$ cat src/rtl/pcm_start_pkg.sv
package pcm_start_pkg;

  typedef enum logic [1:0] {
    PH_OFF  = 2'd0,
    PH_WAIT = 2'd1,
    PH_LOCK = 2'd2,
    PH_RUN  = 2'd3
  } phase_t;

  localparam int WORD_W = 16;

  // Silence word, left aligned in 16 bits so 8-bit laws pad with zeros.
  function automatic logic [WORD_W-1:0] silence_word(input logic [1:0] law);
    logic [WORD_W-1:0] w;
    case (law)
      2'd0:    w = 16'h0000;
      2'd1:    w = 16'hD500;
      default: w = 16'hFF00;
    endcase
    return w;
  endfunction

endpackage

$ cat src/rtl/pcm_cfg_check.sv
module pcm_cfg_check (
  input  logic [3:0] mode_i,
  input  logic       master_a_i,
  input  logic       master_b_i,
  input  logic       i2s_a_i,
  input  logic       i2s_b_i,
  input  logic       sync_a_i,
  input  logic       bick_a_i,
  input  logic       sync_b_i,
  input  logic       bick_b_i,
  output logic       err_o,
  output logic       ref_port_o,
  output logic       ref_fs_o,
  output logic       ref_clk_o
);

  logic supported;
  logic role_bad;
  logic frame_bad;
  logic pin_lvl;

  always_comb begin
    supported  = ~mode_i[3] || (mode_i == 4'd11) || (mode_i == 4'd15);
    ref_port_o = mode_i[2];
    ref_fs_o   = ~mode_i[3] && (mode_i[1:0] == 2'd0);
    role_bad   = (master_a_i == master_b_i);
    frame_bad  = ((mode_i == 4'd1) && i2s_a_i) || ((mode_i == 4'd5) && i2s_b_i);
    err_o      = ~supported || role_bad || frame_bad;
  end

  always_comb begin
    if (ref_port_o) pin_lvl = ref_fs_o ? sync_b_i : bick_b_i;
    else            pin_lvl = ref_fs_o ? sync_a_i : bick_a_i;
    ref_clk_o = supported ? pin_lvl : 1'b0;
  end

endmodule

$ cat src/rtl/pcm_seq.sv
module pcm_seq
  import pcm_start_pkg::*;
#(
  parameter int LONG_MS  = 260,
  parameter int SHORT_MS = 40
) (
  input  logic       clk_i,
  input  logic       rst_ni,
  input  logic       enable_i,
  input  logic       err_i,
  input  logic [3:0] mode_i,
  input  logic       ref_fs_i,
  input  logic       ref_port_i,
  input  logic       rise_a_i,
  input  logic       rise_b_i,
  input  logic       ms_tick_i,
  output phase_t     phase_o,
  output logic       lock_done_o
);

  localparam int CNT_W = $clog2(LONG_MS + 1);
  localparam logic [CNT_W-1:0] LONG_LAST  = CNT_W'(LONG_MS - 1);
  localparam logic [CNT_W-1:0] SHORT_LAST = CNT_W'(SHORT_MS - 1);

  phase_t           phase_q, phase_d;
  logic [CNT_W-1:0] cnt_q, cnt_d;
  logic [3:0]       mode_q;
  logic             mode_chg;
  logic             ref_rise;
  logic [CNT_W-1:0] last;

  assign mode_chg = (mode_i != mode_q);
  assign ref_rise = ref_port_i ? rise_b_i : rise_a_i;
  assign last     = ref_fs_i ? LONG_LAST : SHORT_LAST;

  always_comb begin
    phase_d = phase_q;
    cnt_d   = cnt_q;
    if (!enable_i || err_i) begin
      phase_d = PH_OFF;
      cnt_d   = '0;
    end else if (mode_chg) begin
      phase_d = PH_WAIT;
      cnt_d   = '0;
    end else begin
      case (phase_q)
        PH_OFF:  phase_d = PH_WAIT;
        PH_WAIT: if (ref_rise) begin
                   phase_d = PH_LOCK;
                   cnt_d   = '0;
                 end
        PH_LOCK: if (ms_tick_i) begin
                   if (cnt_q == last) phase_d = PH_RUN;
                   else               cnt_d   = cnt_q + 1'b1;
                 end
        default: phase_d = PH_RUN;
      endcase
    end
  end

  always_ff @(posedge clk_i or negedge rst_ni) begin
    if (!rst_ni) begin
      phase_q <= PH_OFF;
      cnt_q   <= '0;
      mode_q  <= '0;
    end else begin
      phase_q <= phase_d;
      cnt_q   <= cnt_d;
      mode_q  <= mode_i;
    end
  end

  assign phase_o     = phase_q;
  assign lock_done_o = (phase_q == PH_RUN);


  off_follow_chk: assert property (@(posedge clk_i) disable iff (!rst_ni)
    (!enable_i || err_i) |=> (phase_q == PH_OFF));


  mode_restart_chk: assert property (@(posedge clk_i) disable iff (!rst_ni)
    (enable_i && !err_i && mode_chg) |=> (phase_q == PH_WAIT));


  lock_entry_chk: assert property (@(posedge clk_i) disable iff (!rst_ni)
    $rose(phase_q == PH_RUN) |-> ($past(phase_q) == PH_LOCK && $past(ms_tick_i)));

endmodule

$ cat src/rtl/pcm_master_gen.sv
module pcm_master_gen #(
  parameter int IDX_W = 5
) (
  input  logic             clk_i,
  input  logic             rst_ni,
  input  logic             active_i,
  input  logic             tick_i,
  input  logic             fast_i,
  output logic             bick_o,
  output logic             pulse_o,
  output logic             wck_o,
  output logic [IDX_W-1:0] idx_o
);

  localparam int FRAME_TICKS = 64;
  localparam int CNT_W = $clog2(FRAME_TICKS);

  logic [CNT_W-1:0] cnt_q, cnt_d;
  logic             cnt_en;

  assign cnt_en = !active_i || tick_i;
  assign cnt_d  = active_i ? cnt_q + 1'b1 : '0;

  always_ff @(posedge clk_i or negedge rst_ni) begin
    if (!rst_ni)     cnt_q <= '0;
    else if (cnt_en) cnt_q <= cnt_d;
  end

  always_comb begin
    bick_o  = fast_i ? cnt_q[0] : cnt_q[1];
    idx_o   = fast_i ? IDX_W'(cnt_q[CNT_W-1:1]) : IDX_W'(cnt_q[CNT_W-1:2]);
    pulse_o = (idx_o == '0);
    wck_o   = cnt_q[CNT_W-1];
  end


  fast_toggle_chk: assert property (@(posedge clk_i) disable iff (!rst_ni)
    (active_i && tick_i) |=> (cnt_q[0] != $past(cnt_q[0])));

endmodule

$ cat src/rtl/pcm_port_out.sv
module pcm_port_out
  import pcm_start_pkg::*;
#(
  parameter int IDX_W  = 5,
  parameter int STAGES = 2
) (
  input  logic             clk_i,
  input  logic             rst_ni,
  input  logic             off_i,
  input  phase_t           phase_i,
  input  logic             master_i,
  input  logic             i2s_i,
  input  logic [1:0]       law_i,
  input  logic             sync_i,
  input  logic             bick_i,
  input  logic             gen_bick_i,
  input  logic             gen_pulse_i,
  input  logic             gen_wck_i,
  input  logic [IDX_W-1:0] gen_idx_i,
  output logic             sync_o,
  output logic             sync_oe_o,
  output logic             bick_o,
  output logic             bick_oe_o,
  output logic             sdto_o,
  output logic             rise_o
);

  logic [STAGES:0]  sy_q, bk_q;
  logic             bk_fall;
  logic [IDX_W-1:0] idx_q, idx_d;
  logic             idx_en;
  logic [IDX_W-1:0] sel_idx;
  logic [IDX_W-1:0] rev_idx;
  logic [WORD_W-1:0] word;
  logic             data_bit;

  always_ff @(posedge clk_i or negedge rst_ni) begin
    if (!rst_ni) begin
      sy_q <= '0;
      bk_q <= '0;
    end else begin
      sy_q <= {sy_q[STAGES-1:0], sync_i};
      bk_q <= {bk_q[STAGES-1:0], bick_i};
    end
  end

  assign rise_o  = sy_q[STAGES-1] & ~sy_q[STAGES];
  assign bk_fall = ~bk_q[STAGES-1] & bk_q[STAGES];

  always_comb begin
    idx_en = 1'b0;
    idx_d  = idx_q;
    if (off_i || rise_o) begin
      idx_en = 1'b1;
      idx_d  = '0;
    end else if (bk_fall && (idx_q != '1)) begin
      idx_en = 1'b1;
      idx_d  = idx_q + 1'b1;
    end
  end

  always_ff @(posedge clk_i or negedge rst_ni) begin
    if (!rst_ni)     idx_q <= '0;
    else if (idx_en) idx_q <= idx_d;
  end

  always_comb begin
    sel_idx  = master_i ? gen_idx_i : idx_q;
    rev_idx  = IDX_W'(WORD_W - 1) - sel_idx;
    word     = silence_word(law_i);
    data_bit = (sel_idx < IDX_W'(WORD_W)) ? word[rev_idx[$clog2(WORD_W)-1:0]] : 1'b0;
  end

  always_comb begin
    sync_o    = 1'b0;
    sync_oe_o = 1'b0;
    bick_o    = 1'b0;
    bick_oe_o = 1'b0;
    sdto_o    = 1'b0;
    if (!off_i) begin
      if (phase_i == PH_WAIT) sdto_o = (law_i != 2'd0);
      else                    sdto_o = data_bit;
      if (master_i) begin
        sync_oe_o = 1'b1;
        bick_oe_o = 1'b1;
        if (phase_i == PH_RUN) begin
          bick_o = gen_bick_i;
          sync_o = i2s_i ? gen_wck_i : gen_pulse_i;
        end else begin
          bick_o = 1'b0;
          sync_o = i2s_i;
        end
      end
    end
  end


  lock_clock_chk: assert property (@(posedge clk_i) disable iff (!rst_ni)
    (!off_i && master_i && phase_i == PH_LOCK) |-> (bick_oe_o && !bick_o && sync_o == i2s_i));

endmodule

$ cat src/rtl/pcm_dual_start.sv
module pcm_dual_start
  import pcm_start_pkg::*;
#(
  parameter int LONG_MS  = 260,
  parameter int SHORT_MS = 40,
  parameter int IDX_W    = 5,
  parameter int STAGES   = 2
) (
  input  logic       clk_i,
  input  logic       rst_ni,
  input  logic       ms_tick_i,
  input  logic       fs64_tick_i,
  input  logic       enable_i,
  input  logic [3:0] mode_i,
  input  logic       master_a_i,
  input  logic       master_b_i,
  input  logic       i2s_a_i,
  input  logic       i2s_b_i,
  input  logic [1:0] law_a_i,
  input  logic [1:0] law_b_i,
  input  logic       bck_sel_i,
  input  logic       sync_a_i,
  input  logic       bick_a_i,
  input  logic       sync_b_i,
  input  logic       bick_b_i,
  output logic       sync_a_o,
  output logic       sync_a_oe_o,
  output logic       bick_a_o,
  output logic       bick_a_oe_o,
  output logic       sync_b_o,
  output logic       sync_b_oe_o,
  output logic       bick_b_o,
  output logic       bick_b_oe_o,
  output logic       sdto_a_o,
  output logic       sdto_b_o,
  output logic       ref_clk_o,
  output logic       err_o,
  output logic       lock_done_o
);

  localparam int NPORT = 2;

  logic             ref_port, ref_fs;
  phase_t           phase;
  logic             off;
  logic             g_bick, g_pulse, g_wck;
  logic [IDX_W-1:0] g_idx;

  logic [NPORT-1:0] p_sync_in, p_bick_in, p_mst, p_i2s;
  logic [1:0]       p_law [NPORT];
  logic [NPORT-1:0] p_sync, p_sync_oe, p_bick, p_bick_oe, p_sdto, p_rise;

  assign p_sync_in = {sync_b_i, sync_a_i};
  assign p_bick_in = {bick_b_i, bick_a_i};
  assign p_mst     = {master_b_i, master_a_i};
  assign p_i2s     = {i2s_b_i, i2s_a_i};
  assign p_law[0]  = law_a_i;
  assign p_law[1]  = law_b_i;

  pcm_cfg_check u_cfg (
    .mode_i     (mode_i),
    .master_a_i (master_a_i),
    .master_b_i (master_b_i),
    .i2s_a_i    (i2s_a_i),
    .i2s_b_i    (i2s_b_i),
    .sync_a_i   (sync_a_i),
    .bick_a_i   (bick_a_i),
    .sync_b_i   (sync_b_i),
    .bick_b_i   (bick_b_i),
    .err_o      (err_o),
    .ref_port_o (ref_port),
    .ref_fs_o   (ref_fs),
    .ref_clk_o  (ref_clk_o)
  );

  pcm_seq #(.LONG_MS(LONG_MS), .SHORT_MS(SHORT_MS)) u_seq (
    .clk_i       (clk_i),
    .rst_ni      (rst_ni),
    .enable_i    (enable_i),
    .err_i       (err_o),
    .mode_i      (mode_i),
    .ref_fs_i    (ref_fs),
    .ref_port_i  (ref_port),
    .rise_a_i    (p_rise[0]),
    .rise_b_i    (p_rise[1]),
    .ms_tick_i   (ms_tick_i),
    .phase_o     (phase),
    .lock_done_o (lock_done_o)
  );

  assign off = (phase == PH_OFF) || err_o;

  pcm_master_gen #(.IDX_W(IDX_W)) u_gen (
    .clk_i    (clk_i),
    .rst_ni   (rst_ni),
    .active_i (!off),
    .tick_i   (fs64_tick_i),
    .fast_i   (bck_sel_i),
    .bick_o   (g_bick),
    .pulse_o  (g_pulse),
    .wck_o    (g_wck),
    .idx_o    (g_idx)
  );

  for (genvar p = 0; p < NPORT; p++) begin : g_port
    pcm_port_out #(.IDX_W(IDX_W), .STAGES(STAGES)) u_port (
      .clk_i       (clk_i),
      .rst_ni      (rst_ni),
      .off_i       (off),
      .phase_i     (phase),
      .master_i    (p_mst[p]),
      .i2s_i       (p_i2s[p]),
      .law_i       (p_law[p]),
      .sync_i      (p_sync_in[p]),
      .bick_i      (p_bick_in[p]),
      .gen_bick_i  (g_bick),
      .gen_pulse_i (g_pulse),
      .gen_wck_i   (g_wck),
      .gen_idx_i   (g_idx),
      .sync_o      (p_sync[p]),
      .sync_oe_o   (p_sync_oe[p]),
      .bick_o      (p_bick[p]),
      .bick_oe_o   (p_bick_oe[p]),
      .sdto_o      (p_sdto[p]),
      .rise_o      (p_rise[p])
    );
  end

  assign sync_a_o    = p_sync[0];
  assign sync_a_oe_o = p_sync_oe[0];
  assign bick_a_o    = p_bick[0];
  assign bick_a_oe_o = p_bick_oe[0];
  assign sync_b_o    = p_sync[1];
  assign sync_b_oe_o = p_sync_oe[1];
  assign bick_b_o    = p_bick[1];
  assign bick_b_oe_o = p_bick_oe[1];
  assign sdto_a_o    = p_sdto[0];
  assign sdto_b_o    = p_sdto[1];


  one_driver_chk: assert property (@(posedge clk_i) disable iff (!rst_ni)
    !(sync_a_oe_o && sync_b_oe_o));

endmodule

$ cat config.mk
export PLATFORM = sky130hd
export DESIGN_NAME = pcm_dual_start
export DESIGN_NICKNAME = d
export VERILOG_FILES = /design/src/rtl/pcm_start_pkg.sv /design/src/rtl/pcm_cfg_check.sv /design/src/rtl/pcm_seq.sv /design/src/rtl/pcm_master_gen.sv /design/src/rtl/pcm_port_out.sv /design/src/rtl/pcm_dual_start.sv
export SDC_FILE = /design/constraint.sdc
export NUM_CORES = 1
export LEC_CHECK = 0
export ABC_AREA = 1
export BUFFER_PORTS_ARGS = -buffer_cell sky130_fd_sc_hd__buf_2
export CAP_MARGIN = 0
export CORE_MARGIN = 3
export CORE_UTILIZATION = 35
export DETAILED_ROUTE_END_ITERATION = 8
export MAX_ROUTING_LAYER = met4
export PLACE_DENSITY = 0.63
export SETUP_SLACK_MARGIN = 0.05
export SYNTH_ARGS = -nofsm -noshare
export SYNTH_HDL_FRONTEND = slang
export SYNTH_SLANG_ARGS = --single-unit
$ cat constraint.sdc
create_clock -name clk_i -period 2.7 [get_ports clk_i]
set_input_delay 0.405 -clock clk_i [delete_from_list [all_inputs] [get_ports clk_i]]
set_output_delay 0.405 -clock clk_i [all_outputs]
set_load 0.01 [all_outputs]
# After elaboration in Yosys (flattened, before gate mapping)
# Cells that the tools add are included.
dict set report op_classes {
  add_sub_neg 6
  order_cmp 4
  n_eq_ne 18
  n_mux 60
  bitwise 10
  n_reduce_logical 30
}
# cell count
set op_table {}
lappend op_table {{one-hot mux 16 bit (2 select lines)} 2}
lappend op_table {{2-to-1 mux 9 bit} 6}
lappend op_table {{2-to-1 mux 1 bit} 35}
lappend op_table {{2-to-1 mux 5 bit} 7}
lappend op_table {{one-hot mux 9 bit (2 select lines)} 1}
lappend op_table {{adder 5 x 1 -> 5 bit, second input constant} 2}
lappend op_table {{logical OR 1 bit} 10}
lappend op_table {{< comparator 4 x 5 -> 1 bit, second input constant} 2}
lappend op_table {{< comparator 5 bit, second input constant} 2}
lappend op_table {{2-to-1 mux 2 bit} 5}
lappend op_table {{inequality test 5 bit, second input constant} 2}
lappend op_table {{adder 9 x 1 -> 9 bit, second input constant} 1}
lappend op_table {{== test 9 bit} 1}
lappend op_table {{binary-select mux 1 bit (select 4 bit)} 2}
lappend op_table {{== test 4 bit, second input constant} 2}
lappend op_table {{zero test 2 bit} 4}
lappend op_table {{inequality test 4 x 2 -> 1 bit, second input constant} 2}
lappend op_table {{nonzero test 2 bit} 4}
lappend op_table {{subtractor 4 bit, first input constant} 2}
lappend op_table {{adder 6 x 1 -> 6 bit, second input constant} 1}
lappend op_table {{== test 2 x 1 -> 1 bit, second input constant} 3}
lappend op_table {{2-to-1 mux 6 bit} 1}
lappend op_table {{NOT 1 bit} 6}
lappend op_table {{one-hot mux 2 bit (3 select lines)} 1}
lappend op_table {{other kinds (15)} 24}
dict set report totals {
  register_bits 43
  input_bits 22
  output_inout_bits 13
  elab_cells 138
}

# Logic depth before layout (Yosys ltp)
# Gate-level depths: netlist of run 1.
dict set report logic_depth {
  word_depth 10
  mapped_depth 12
  depth_no_buf 11
}

# Cells and area by module
# Synthesis of run 1 repeated with hierarchy kept, for this count alone.
dict set report unflattened {
  hier_cells 382
  hier_area_um2 2822.7
}
# mod instances cells_per_inst area_per_inst_um2 seq_area_each_um2
set modules_own_cells {}
lappend modules_own_cells {pcm_port_out 2 75 595.6 275.3}
lappend modules_own_cells {pcm_seq 1 144 1068.5 375.4}
lappend modules_own_cells {pcm_master_gen 1 60 424.2 150.1}
lappend modules_own_cells {pcm_cfg_check 1 25 123.9 0.0}
lappend modules_own_cells {pcm_dual_start 1 3 15.0 0.0}

# Least setup slack after synthesis of run 1
# No wires, ideal clock.
dict set report synth_timing {
  kind {register -> register}
  start {reg g_port[0].u_port.idx_q[1]}
  end {reg g_port[0].u_port.idx_q[3]}
  setup_ps 121
  arrival_time_ps 1716
  required_ps 2579
  setup_slack_ps 863
  stages_incl_launch_ff 10
  path_buffers 0
  synth_period_minus_slack_ps 1837
  cell_sequence {dfrtp_1 ha_1 and3_1 ha_1 nor3_1 inv_1 nor2_1 nand3_1 xor2_1 nor2_1}
}
dict set report synth_via {
  elab_chain_cells 5
  word_cells_on_any_way 9
  cone_classes {1 x add/sub; 1 x eq/ne; 4 x mux; 3 x reduce/logical}
}
# item line
set synth_rtl {}
lappend synth_rtl {{start, declared} pcm_port_out.sv:30} ;# logic [IDX_W-1:0] idx_q, idx_d;
lappend synth_rtl {{start signal, assigned} pcm_port_out.sv:64} ;# else if (idx_en) idx_q <= idx_d;
lappend synth_rtl {{branches (longest 5 deep; another with adder 5 x 1 -> 5 bit)} -}
# Several ways; the timed one is not identified. The select of a mux whose other input is x is not followed.
# A chain may end at the register's enable or synchronous reset.

# Worst setup path after layout of run 1
dict set report layout_timing {
  start {in master_a_i}
  end {out sdto_b_o}
}
dict set report layout_via {
  elab_chain_cells 5
}
# item line
set layout_rtl {}
lappend layout_rtl {{start, declared} pcm_dual_start.sv:15} ;# input logic master_a_i,
lappend layout_rtl {{== test 1 bit} pcm_cfg_check.sv:26} ;# role_bad = (master_a_i == master_b_i);
lappend layout_rtl {{logical OR 1 bit (2 in series)} pcm_cfg_check.sv:28} ;# err_o = ~supported || role_bad || frame_bad;
lappend layout_rtl {{logical OR 1 bit} pcm_dual_start.sv:91} ;# assign off = (phase == PH_OFF) || err_o;
lappend layout_rtl {{2-to-1 mux 1 bit} pcm_port_out.sv:80} ;# if (!off_i) begin
lappend layout_rtl {{end, declared} pcm_dual_start.sv:35} ;# output logic sdto_b_o,
# Every way passes these cells.

==> results.md, run 1 <==
* Critical path class: input port to primary output
* Most frequent cell after synthesis: nand2_1
* Port bufs at 34
* Rel. slew slack at about 37%
* Post-CTS setup buffer count at 0
* Area Growth Syn to Fin at 14.2%
* Max-Cap Viols at 0
* Clk root buf: clkbuf_8
* Gate Count Post-Synth at 318
* CORE AREA at about 0.0066 mm^2
* IO Pins at 35
* Adder-cell share of the synthesized area at just over 3%
* Crit path time final at about 2.1 ns
* Overall power at between 0.001 and 0.0015 W
* Critical path cell sequence: buf_2 -> inv_2 -> nand2_1 -> nand2_1 -> nor2_4 -> nand3_2 -> inv_2 -> o21ai_0 -> a21oi_1 -> buf_2
* Top cells by area, synth: dfrtp_1 44%, nand2_1 11%, inv_1 7.0%
* Post-synthesis mux area share at 0%
* Cell Rows at 29
* Synth async-reset ratio at 100%
* Post_cts resized at 0
* Number of flops mapped to enable cells by yosys at 0
* Cts bufs inserted at 5
* Register area at 0.00108 mm^2
* CP Capture Type: primary output
* Leading area contributor after synthesis: dfrtp_1
* Multi-input gate area at 0.00116 mm^2
* DPL Wire Length at 3.88 mm
* CP delay by family, top: simple AND/OR/NAND/NOR gates
* Syn_area_per_cell at around 7.8 um^2
* Die height at roughly 90 um
* Die footprint at 0.00810 mm^2
* CTS Sinks at 43
* Outcome: finished, final reports clean
* Total nets after synthesis at around 350
* Worst path max stage delay at around 0.22 ns
* Unique cell type count in the Yosys netlist at 35
* Critical Path RT at ~2.3 ns
* Avg WL per Cell at between 10 and 15 um
* Compound-Gate Fraction of Synth Area at about a tenth
* Die Wd at ~90 um
* H-tree depth at 2
* Setup TNS at 0 ns
* Layout cells sized above 1 at between 10% and 20%
* Worst path bufs/invs at 4
* Initial Util at around 37%
* Clock Tree Buf Depth at 2
* Synth Area in XOR/XNOR at between 3 and 4%
* Grt ovf at 0
* Clk slew on worst S/H paths at approximately 0.08 ns
* N_diodes at 0
* Met2 GRT Util at between 20% and 30%
* Worst Skew at 0.00545 ns
* Worst-path maximum fanout at 10
* Seq cells post-synth at 43
* Fmax at between 400 and 500 MHz
* CTS tree: done
* Leak at 1.48 nW
* # DRC at 0
* GRT Total Usage at a little over an eighth
* Main combinational cell family by area after synthesis: simple AND/OR/NAND/NOR gates
* Final net count at between 300 and 400
* Met1 global-route usage at between 10% and 20%
* Routed WL at between 5 and 6 mm
* Gpl congestion at 0.853
* Power Density at 431 mW/mm^2
* DRT Pass-1 Iters at 4
* Startpoint Class: input port
* Fillers at ~700
* RSZ-0062 raised after global routing: false
* Busiest layer in global routing: met2
* Post-DP Area at roughly 0.0027 mm^2
* Share of the synthesized area in the top cell type at approximately 44%
* First-pass GRT wire length at between 8 and 9 mm
* Remaining antenna violation count after routing at 0
* Sequential share of the synthesized area at 43.6%
* Worst Max-Slew Pin Slew at between 0.9 and 1 ns
* Worst IR drop on VDD at approximately 0.20 mV
* Initial antenna violation count at 0
* Fraction of the mapped netlist area in simple logic gates at a little under a third
* Final setup vio count at 0
* Vias per cell at around 4.6
* Predominant post-synthesis flop cell: dfrtp_1
* Hold crit path type: input port to flop
* Synthesized cell area at 0.00247 mm^2
* Crit-path slowest cell: nand3_2
* Ys Warns at 0
* Synth top cells by count: 75 x nand2_1, 46 x inv_1, 43 x dfrtp_1
* Post-layout instance area at ~0.0028 mm^2
* Period utilization at between 70 and 80%
* Vias in the first global route at between 1500 and 2000
* Final hold slack at 0.225 ns
* Vias at slightly above 2000
* Initial DRC Count at 67
* Largest net degree at the start of global routing at 44
* Final slew viol count at 0
* Critical Path AT at ~1.7 ns
* Final hold violations at 0
* M3 GR Usage at approximately 2.8%
* Post-CTS Hold Fix Bufs at 0
* Clk_lat worst skew at 0.29 ns
[final timing paths]
| kind | to | from | cells past startpoint | slack (ns) |
|---|---|---|---|---|
| worst min register to register | g_port[0].u_port.bk_q[1]$_DFF_PN0_ | g_port[0].u_port.bk_q[0]$_DFF_PN0_ | 0 | 0.35 |
| max in group asynchronous | u_gen.cnt_q[0]$_DFFE_PN0P_ | rst_ni | 1 | 1.87 |
| worst max register to register | g_port[1].u_port.idx_q[3]$_DFFE_PN0P_ | g_port[1].u_port.idx_q[1]$_DFFE_PN0P_ | 9 | 0.62 |
| worst min-delay path | g_port[1].u_port.sy_q[0]$_DFF_PN0_ | sync_b_i | 1 | 0.22 |
| worst max-delay path | sdto_b_o | master_a_i | 10 | 0.61 |
| min in group asynchronous | g_port[0].u_port.idx_q[2]$_DFFE_PN0P_ | rst_ni | 1 | 0.25 |
[cell families after synthesis]
group,Yosys count
xor+xnor,11
simple gates,158
fa+ha+maj,6
buf+inv,57
flops,43
compound gates,43
[layout make-up]
type | instances | area share [%]
clock buffer | 6 | 2.93
multi-input combinational | 218 | 41.1
tap | 93 | 4.13
clock inverter | 2 | 0.577
timing repair buffer | 34 | 6.04
sequential | 43 | 38.2
inverter | 53 | 7.06
[per-stage QoR]
stage          utilization [%]  instances  setup slack, ns
4_1_cts                   42.7        449            0.599
2_1_floorplan                -        318            0.863
3_3_place_gp              41.2        441            0.667
3_5_place_dp              41.2        441            0.606
6_report                  42.7        449            0.609
5_1_grt                   42.7        449            0.414
[registers in the layout, summed over array words and instances, names as in the netlist]
register             count
g_port.u_port.bk_q       6
g_port.u_port.idx_q     10
u_seq.phase_o            2
g_port.u_port.sy_q       6
u_seq.mode_q             4
u_seq.cnt_q              9
u_gen.cnt_q              6
[power breakdown]
| group | switching, W | total [W] | internal (W) |
|---|---|---|---|
| Sequential | 0.00000673 | 0.000664 | 0.000658 |
| Combinational | 0.0000766 | 0.000113 | 0.0000369 |
| Clock | 0.000227 | 0.000436 | 0.000209 |
[cell usage in the layout, fill, tap and decap left out, types with 3 or more instances in the layout]
| cell | n |
|---|---|
| o21ai_2 | 3 |
| nor3b_1 | 3 |
| buf_2 | 34 |
| nor3_1 | 11 |
| nand2_2 | 6 |
| inv_1 | 46 |
| ha_1 | 6 |
| xor2_1 | 11 |
| a21oi_1 | 14 |
| dfrtp_1 | 43 |
| o21ai_0 | 13 |
| inv_2 | 7 |
| clkbuf_8 | 6 |
| nand3_1 | 18 |
| o21ai_1 | 6 |
| nand2_1 | 75 |
| nor2_1 | 31 |
[layer usage]
layer / wire [um] / share of wire, % / up-vias
met5: 0 / 0 / -
met4: 54 / 1.1 / 0
met3: 273 / 5.4 / 7
met2: 2200 / 44 / 42
met1: 2500 / 50 / 928
li1: - / - / 1078
Power figures use the tool's default switching activity.
==> run 2, diff against run 1 <==
Settings changed: ABC_AREA 1 to 0, PLACE_DENSITY 0.63 to 0.66.
Clock period 2.7 ns to 1.75 ns, I/O delays scaled along.
==> run 2 against run 1 <==
The run now ends with negative setup slack left. Clock power increased by 56%. Die area decreased by 11%. Non-clock buffer count increased by 55. Sequential cell count unchanged. Sequential share of layout area decreased by 5.5 points. Core utilization increased by 13 points. Hold slack got worse by 0.20 ns.
==> results.md, run 2 <==
* Outcome: finished, violations left
* Failing checks: negative setup slack
* Fmax at 526 MHz
* Ys Warns at 0
* Clk_lat worst skew at around 0.30 ns
* Sequential share of the synthesized area at approximately half
* Initial DRC Count at 47
* Top cells by area, synth: dfrtp_1 50%, nor2_1 6.2%, xor2_1 4.4%
* Crit path time final at around 1.9 ns
* Startpoint Class: flop
* Avg WL per Cell at approximately 15 um
* Cell Rows at 28
* CP Capture Type: primary output
* Crit-path slowest cell: dfrtp_2
* Number of flops mapped to enable cells by yosys at 0
* Largest net degree at the start of global routing at 44
* Vias at about 2000
* Area Growth Syn to Fin at 51.8%
* Reg2reg path depth at 7
* Setup TNS at -0.572 ns
* Worst path bufs/invs at 1
* Rel. slew slack at between 60% and 70%
* Worst setup path start: g_port[0].u_port.idx_q[3]$_DFFE_PN0P_
* Post-Route Utilization at approximately 55%
* Leading area contributor after synthesis: dfrtp_1
* IO Pins at 35
* Max-Cap Viols at 0
* RSZ-0062 raised after global routing: true
* Top Registers: g_port.u_port.idx_q (10), u_seq.cnt_q (9)
* Critical Path AT at around 1.6 ns
* # DRC at 0
* Worst setup slack after layout at -0.151 ns
* Final hold violations at 0
* Share of the synthesized area in the top cell type at 49.5%
* Worst IR drop on VDD at 0.366 mV
* H-tree depth at 2
* CORE AREA at 0.00596 mm^2
* GRT Total Usage at between 10% and 20%
* Cts bufs inserted at 5
* Routed WL at 5.74 mm
* Initial antenna violation count at 0
* CTS tree: done
* Final setup vio count at 11
* First-pass GRT wire length at around 9.5 mm
* Unique cell type count in the Yosys netlist at 42
* Seq cells post-synth at 43
* Predominant post-synthesis flop cell: dfrtp_1
* Critical path cell sequence: nor3_4 -> o31ai_4 -> nand2_1 -> a21oi_2 -> a311oi_2 -> buf_2
* CTS Sinks at 43
* Remaining antenna violation count after routing at 0
* Grt ovf at 0
* Capturing point of the worst reg2reg path: u_seq.cnt_q[1]$_DFFE_PN0P_
* Port bufs at 34
* DPL Wire Length at approximately 3.7 mm
* DP Worst Slack at -0.163 ns
* Initial Util at between 30% and 40%
* Final net count at between 300 and 400
* Synthesized cell area at 0.00217 mm^2
* Layout cells sized above 1 at about 52%
* Worst path max stage delay at roughly 0.43 ns
* Die Wd at 84.8 um
* Worst Max-Slew Pin Slew at 0.560 ns
* Max FFs per register at 10
* Hold crit path type: input port to asynchronous set/reset pin
* Clk root buf: clkbuf_8
* Leak at between 1 and 1.5 nW
* DRT Pass-1 Iters at 4
* Power Density at a little under 600 mW/mm^2
* Vias in the first global route at around 2000
* Clk slew on worst S/H paths at around 0.090 ns
* Synth async-reset ratio at 100%
* Commonest non-fill, non-tap cells in the layout: 50 x buf_4, 41 x dfrtp_1, 30 x nor2_1, 25 x buf_2, 16 x nand2_1
* Vias per cell at 5.10
* Gpl congestion at just under 0.9
* Period utilization at 109%
* Die height at between 80 and 90 um
* Flop2flop setup slack at 0 ns
* Final slew viol count at 0
* Critical path class: flop to primary output
* Syn_area_per_cell at approximately 10 um^2
* Worst-path maximum fanout at 2
* Synth top cells by count: 43 x dfrtp_1, 36 x nor2_1, 18 x nand2_1
* Top reg by flops: g_port.u_port.idx_q
* Die footprint at between 0.007 and 0.008 mm^2
* Most frequent cell after synthesis: dfrtp_1
* N_diodes at 0
* Worst Skew at between 0.009 and 0.01 ns
* Commonest non-fill, non-tap cell in the layout: buf_4
* Clock Tree Buf Depth at 2
* Total nets after synthesis at 245
* Critical Path RT at ~1.5 ns
* R2r startpoint: u_seq.cnt_q[7]$_DFFE_PN0P_
* Gate Count Post-Synth at roughly 220
* CP delay by family, top: flip-flops
-- run 2: cell count changes after synthesis, moves of 4 or more --
cell / previous run / this run
nand3_1: 18 / 4
mux2i_1: 0 / 8
nand2_1: 75 / 18
nand2b_1: 0 / 4
nor2_1: 31 / 36
nand2_2: 6 / 0
o21ai_0: 13 / 6
nor3_1: 11 / 3
xnor2_1: 0 / 5
inv_2: 7 / 1
inv_1: 46 / 4
-- run 2: through the flow --
stage	instance area [um^2]	cells	hold WS [ns]	power [W]
after floorplan	2200	217	-0.0331	0.00112
after global placement	2720	359	0.333	0.00123
after detailed placement	2720	359	0.336	0.00123
after CTS	3130	378	0.0472	0.00196
after global routing	3300	385	0.0624	0.00204
final	3300	385	0.0240	0.00195
-- run 2: logic make-up after synthesis --
group	count (synthesis)	share of synthesized area, %
buffers and inverters	9	1.96
AND/OR/NAND/NOR	96	22.5
AO/OA/AOI/OAI	36	10.1
flip-flops	43	49.5
adder cells (fa/ha/maj)	6	3.46
multiplexers	11	5.93
XOR/XNOR	16	6.45
-- run 2: how the worst max path moves through the flow --
stage	to	slack, ns	depth (start not counted)
floorplan	sdto_a_o	0.001	4
global placement	sdto_a_o	-0.15	6
detailed placement	u_seq.cnt_q[4]$_DFFE_PN0P_	-0.16	7
CTS	sdto_a_o	-0.09	7
global route	sdto_a_o	-0.23	7
finish	sdto_a_o	-0.15	6
-- run 2: final cells by class --
cell class | instances | area, um^2
repair buffers | 89 | 666
clock inverters | 2 | 16.3
flip-flops and latches | 43 | 1080
inverters | 5 | 18.8
fillers | 520 | 2660
multi-input cells | 165 | 1340
well taps | 75 | 93.8
clock buffers | 6 | 82.6
-- run 2: what timing repair did --
| action | in CTS | in global routing |
|---|---|---|
| buffers inserted | 10 | 7 |
| gates cloned | 1 | 0 |
| pin swaps | 38 | 27 |
| resized for setup | 63 | 28 |
| endpoints found under the hold margin | 0 | 0 |
| hold buffers | 0 | 0 |
| setup endpoints to repair | 26 | 28 |
-- run 2: power breakdown --
| part | switching, W | internal, W | leakage, nW |
|---|---|---|---|
| combinational | 0.000122 | 0.000127 | 0.872 |
| sequential | 0.0000108 | 0.00101 | 0.560 |
| clock | 0.000358 | 0.000322 | 0.0474 |
-- run 2: routing by layer --
layer,global-route usage [%],vias up,wire (um)
met5,-,-,0
met4,5.47,0,82
met3,4.12,8,256
met2,26.3,52,2790
met1,22.4,960,2610
li1,-,943,-
==> run 3, diff against run 2 <==
Settings changed: MAX_ROUTING_LAYER met4 to default.
Clock period 1.75 ns to 1.6 ns, I/O delays scaled along.
==> run 3 against run 2 <==
Sequential cell count unchanged. Largest cell class unchanged. The flow still finishes with violations (negative setup slack). Clock power increased by 46%. Critical path depth decreased by 1. Clock-buffer cell count unchanged. Critical endpoint is now sdto_b_o. Combinational power increased by 15%.
==> results.md, run 3 (synthesis results as in run 2) <==
* IO Pins at 35
* Critical Path RT at roughly 1.4 ns
* Post-layout instance area at 0.00347 mm^2
* Max FFs per register at 10
* Cell Rows at 28
* CORE AREA at a little under 0.006 mm^2
* Final hold violations at 0
* Port bufs at 34
* Area Growth Syn to Fin at 59.8%
* Top Registers: g_port.u_port.idx_q (10), u_seq.cnt_q (9)
* First-pass GRT wire length at 8.88 mm
* RSZ-0062 raised after global routing: true
* DRT Pass-1 Iters at 5
* Initial antenna violation count at 0
* Met1 global-route usage at a little over a fifth
* Initial DRC Count at 77
* Seq pwr share at a little under half
* H-tree depth at 2
* Grt ovf at 0
* Vias in the first global route at around 2000
* CTS Sinks at 43
* Cts bufs inserted at 5
* Fmax at 554 MHz
* Overall power at between 0.002 and 0.0025 W
* Final net count at 348
* Worst IR drop on VDD at slightly above 0.5 mV
* Worst-path maximum fanout at 2
* Reg2reg path depth at 6
* Final hold slack at ~0.062 ns
* Hold crit path type: input port to flop
* Die footprint at roughly 0.0072 mm^2
* Largest net degree at the start of global routing at 44
* Clk slew on worst S/H paths at 0.08 ns
* Top reg by flops: g_port.u_port.idx_q
* Flop2flop setup slack at -0.15 ns
* Hold depth at 1
* Comb power frac at a little under an eighth
* Worst setup slack after layout at -0.204 ns
* P_sw at approximately 0.00052 W
* Rel. slew slack at 66.2%
* CP Capture Type: primary output
* DP Worst Slack at -0.269 ns
* Clk_lat worst skew at roughly 0.30 ns
* Post-DP Area at around 0.0029 mm^2
* Period utilization at 113%
* Die height at 84.8 um
* Outcome: finished, violations left
* Post-Route Utilization at 58.3%
* Crit path time final at ~1.8 ns
* Layout cells sized above 1 at 53.6%
* Gpl congestion at 0.787
* Remaining antenna violation count after routing at 0
* Initial Util at between 30% and 40%
* Critical Path AT at between 1.5 and 2 ns
* Die Wd at roughly 85 um
* Power Density at a little under 700 mW/mm^2
* Clock Tree Buf Depth at 2
* GRT Total Usage at ~15%
* Failing checks: negative setup slack
* CTS tree: done
* Vias per cell at between 4 and 5
* Worst Skew at roughly 0.0066 ns
* Worst Max-Slew Pin Slew at just over 0.5 ns
* Commonest non-fill, non-tap cell in the layout: buf_4
* Routed WL at roughly 5.4 mm
* Sw frac at a little over a fifth
* Final setup vio count at 27
* Internal power at between 0.0015 and 0.002 W
* N_diodes at 0
* Avg WL per Cell at ~14 um
* Vias at 1952
* Clk root buf: clkbuf_8
* M3 GR Usage at 3.63%
* Final slew viol count at 0
* Critical path class: flop to primary output
* DPL Wire Length at around 3.7 mm
* Busiest layer in global routing: met2
* # DRC at 0
* Commonest non-fill, non-tap cells in the layout: 57 x buf_4, 43 x dfrtp_1, 28 x nor2_1, 23 x buf_2
* Clk pwr share at about two fifths
* Leak at roughly 1.6 nW
* Max-Cap Viols at 0
* Startpoint Class: flop
* Met2 GRT Util at about a quarter
## run 3: area by class of cell
cell class,instances,area [um^2]
clock buffer,6,72.6
clock inverter,2,60.1
fill,509,2480
inverter,5,21.3
multi-input combinational,165,1360
sequential,43,1080
tap,75,93.8
timing repair buffer,100,787
## run 3: stage by stage
step / instances / setup TNS [ns]
finish: 396 / -2.71
global route: 396 / -5.66
CTS: 390 / -3.40
detailed placement: 371 / -4.41
global placement: 371 / -3.91
floorplan: 217 / -0.158
## run 3: worst max-delay path, stage by stage (launching register included)
cell and delay, ns:
dfrtp_1 0.39, nor3_2 0.24, o31ai_4 0.11, buf_4 0.14
a311oi_2 0.22, buf_2 0.17
## run 3: final timing paths
| path | from | endpoint |
|---|---|---|
| setup reg to reg | u_seq.cnt_q[2]$_DFFE_PN0P_ | u_seq.cnt_q[4]$_DFFE_PN0P_ |
| max in group asynchronous | rst_ni | u_gen.cnt_q[1]$_DFFE_PN0P_ |
| hold reg to reg | g_port[1].u_port.bk_q[0]$_DFF_PN0_ | g_port[1].u_port.bk_q[1]$_DFF_PN0_ |
| min in group asynchronous | rst_ni | u_seq.cnt_q[6]$_DFFE_PN0P_ |
| setup / recovery | g_port[1].u_port.idx_q[3]$_DFFE_PN0P_ | sdto_b_o |
| hold / removal | mode_i[1] | u_seq.mode_q[1]$_DFF_PN0_ |
## run 3: layer usage
| layer | wire [um] | share of wire [%] |
|---|---|---|
| met5 | 0 | 0 |
| met4 | 114 | 2.1 |
| met3 | 301 | 5.6 |
| met2 | 2550 | 47 |
| met1 | 2440 | 45 |
## run 3: timing repair
item | 4_1_cts | 5_1_grt
endpoints found under the hold margin | 43 | 0
cloned | 1 | 0
endpoints found under the setup margin | 31 | 33
resized for setup | 47 | 31
setup buffers | 10 | 7
hold buffers | 1 | 0
pin swaps | 26 | 25
## run 3: power by group through the flow
stage	combinational [W]	clock, W	sequential [W]
floorplan	0.0000924	0	0.00114
global placement	0.000228	0	0.00114
detailed placement	0.000231	0	0.00114
CTS	0.000273	0.00102	0.00112
global route	0.000312	0.00105	0.00112
finish	0.000287	0.000996	0.00112
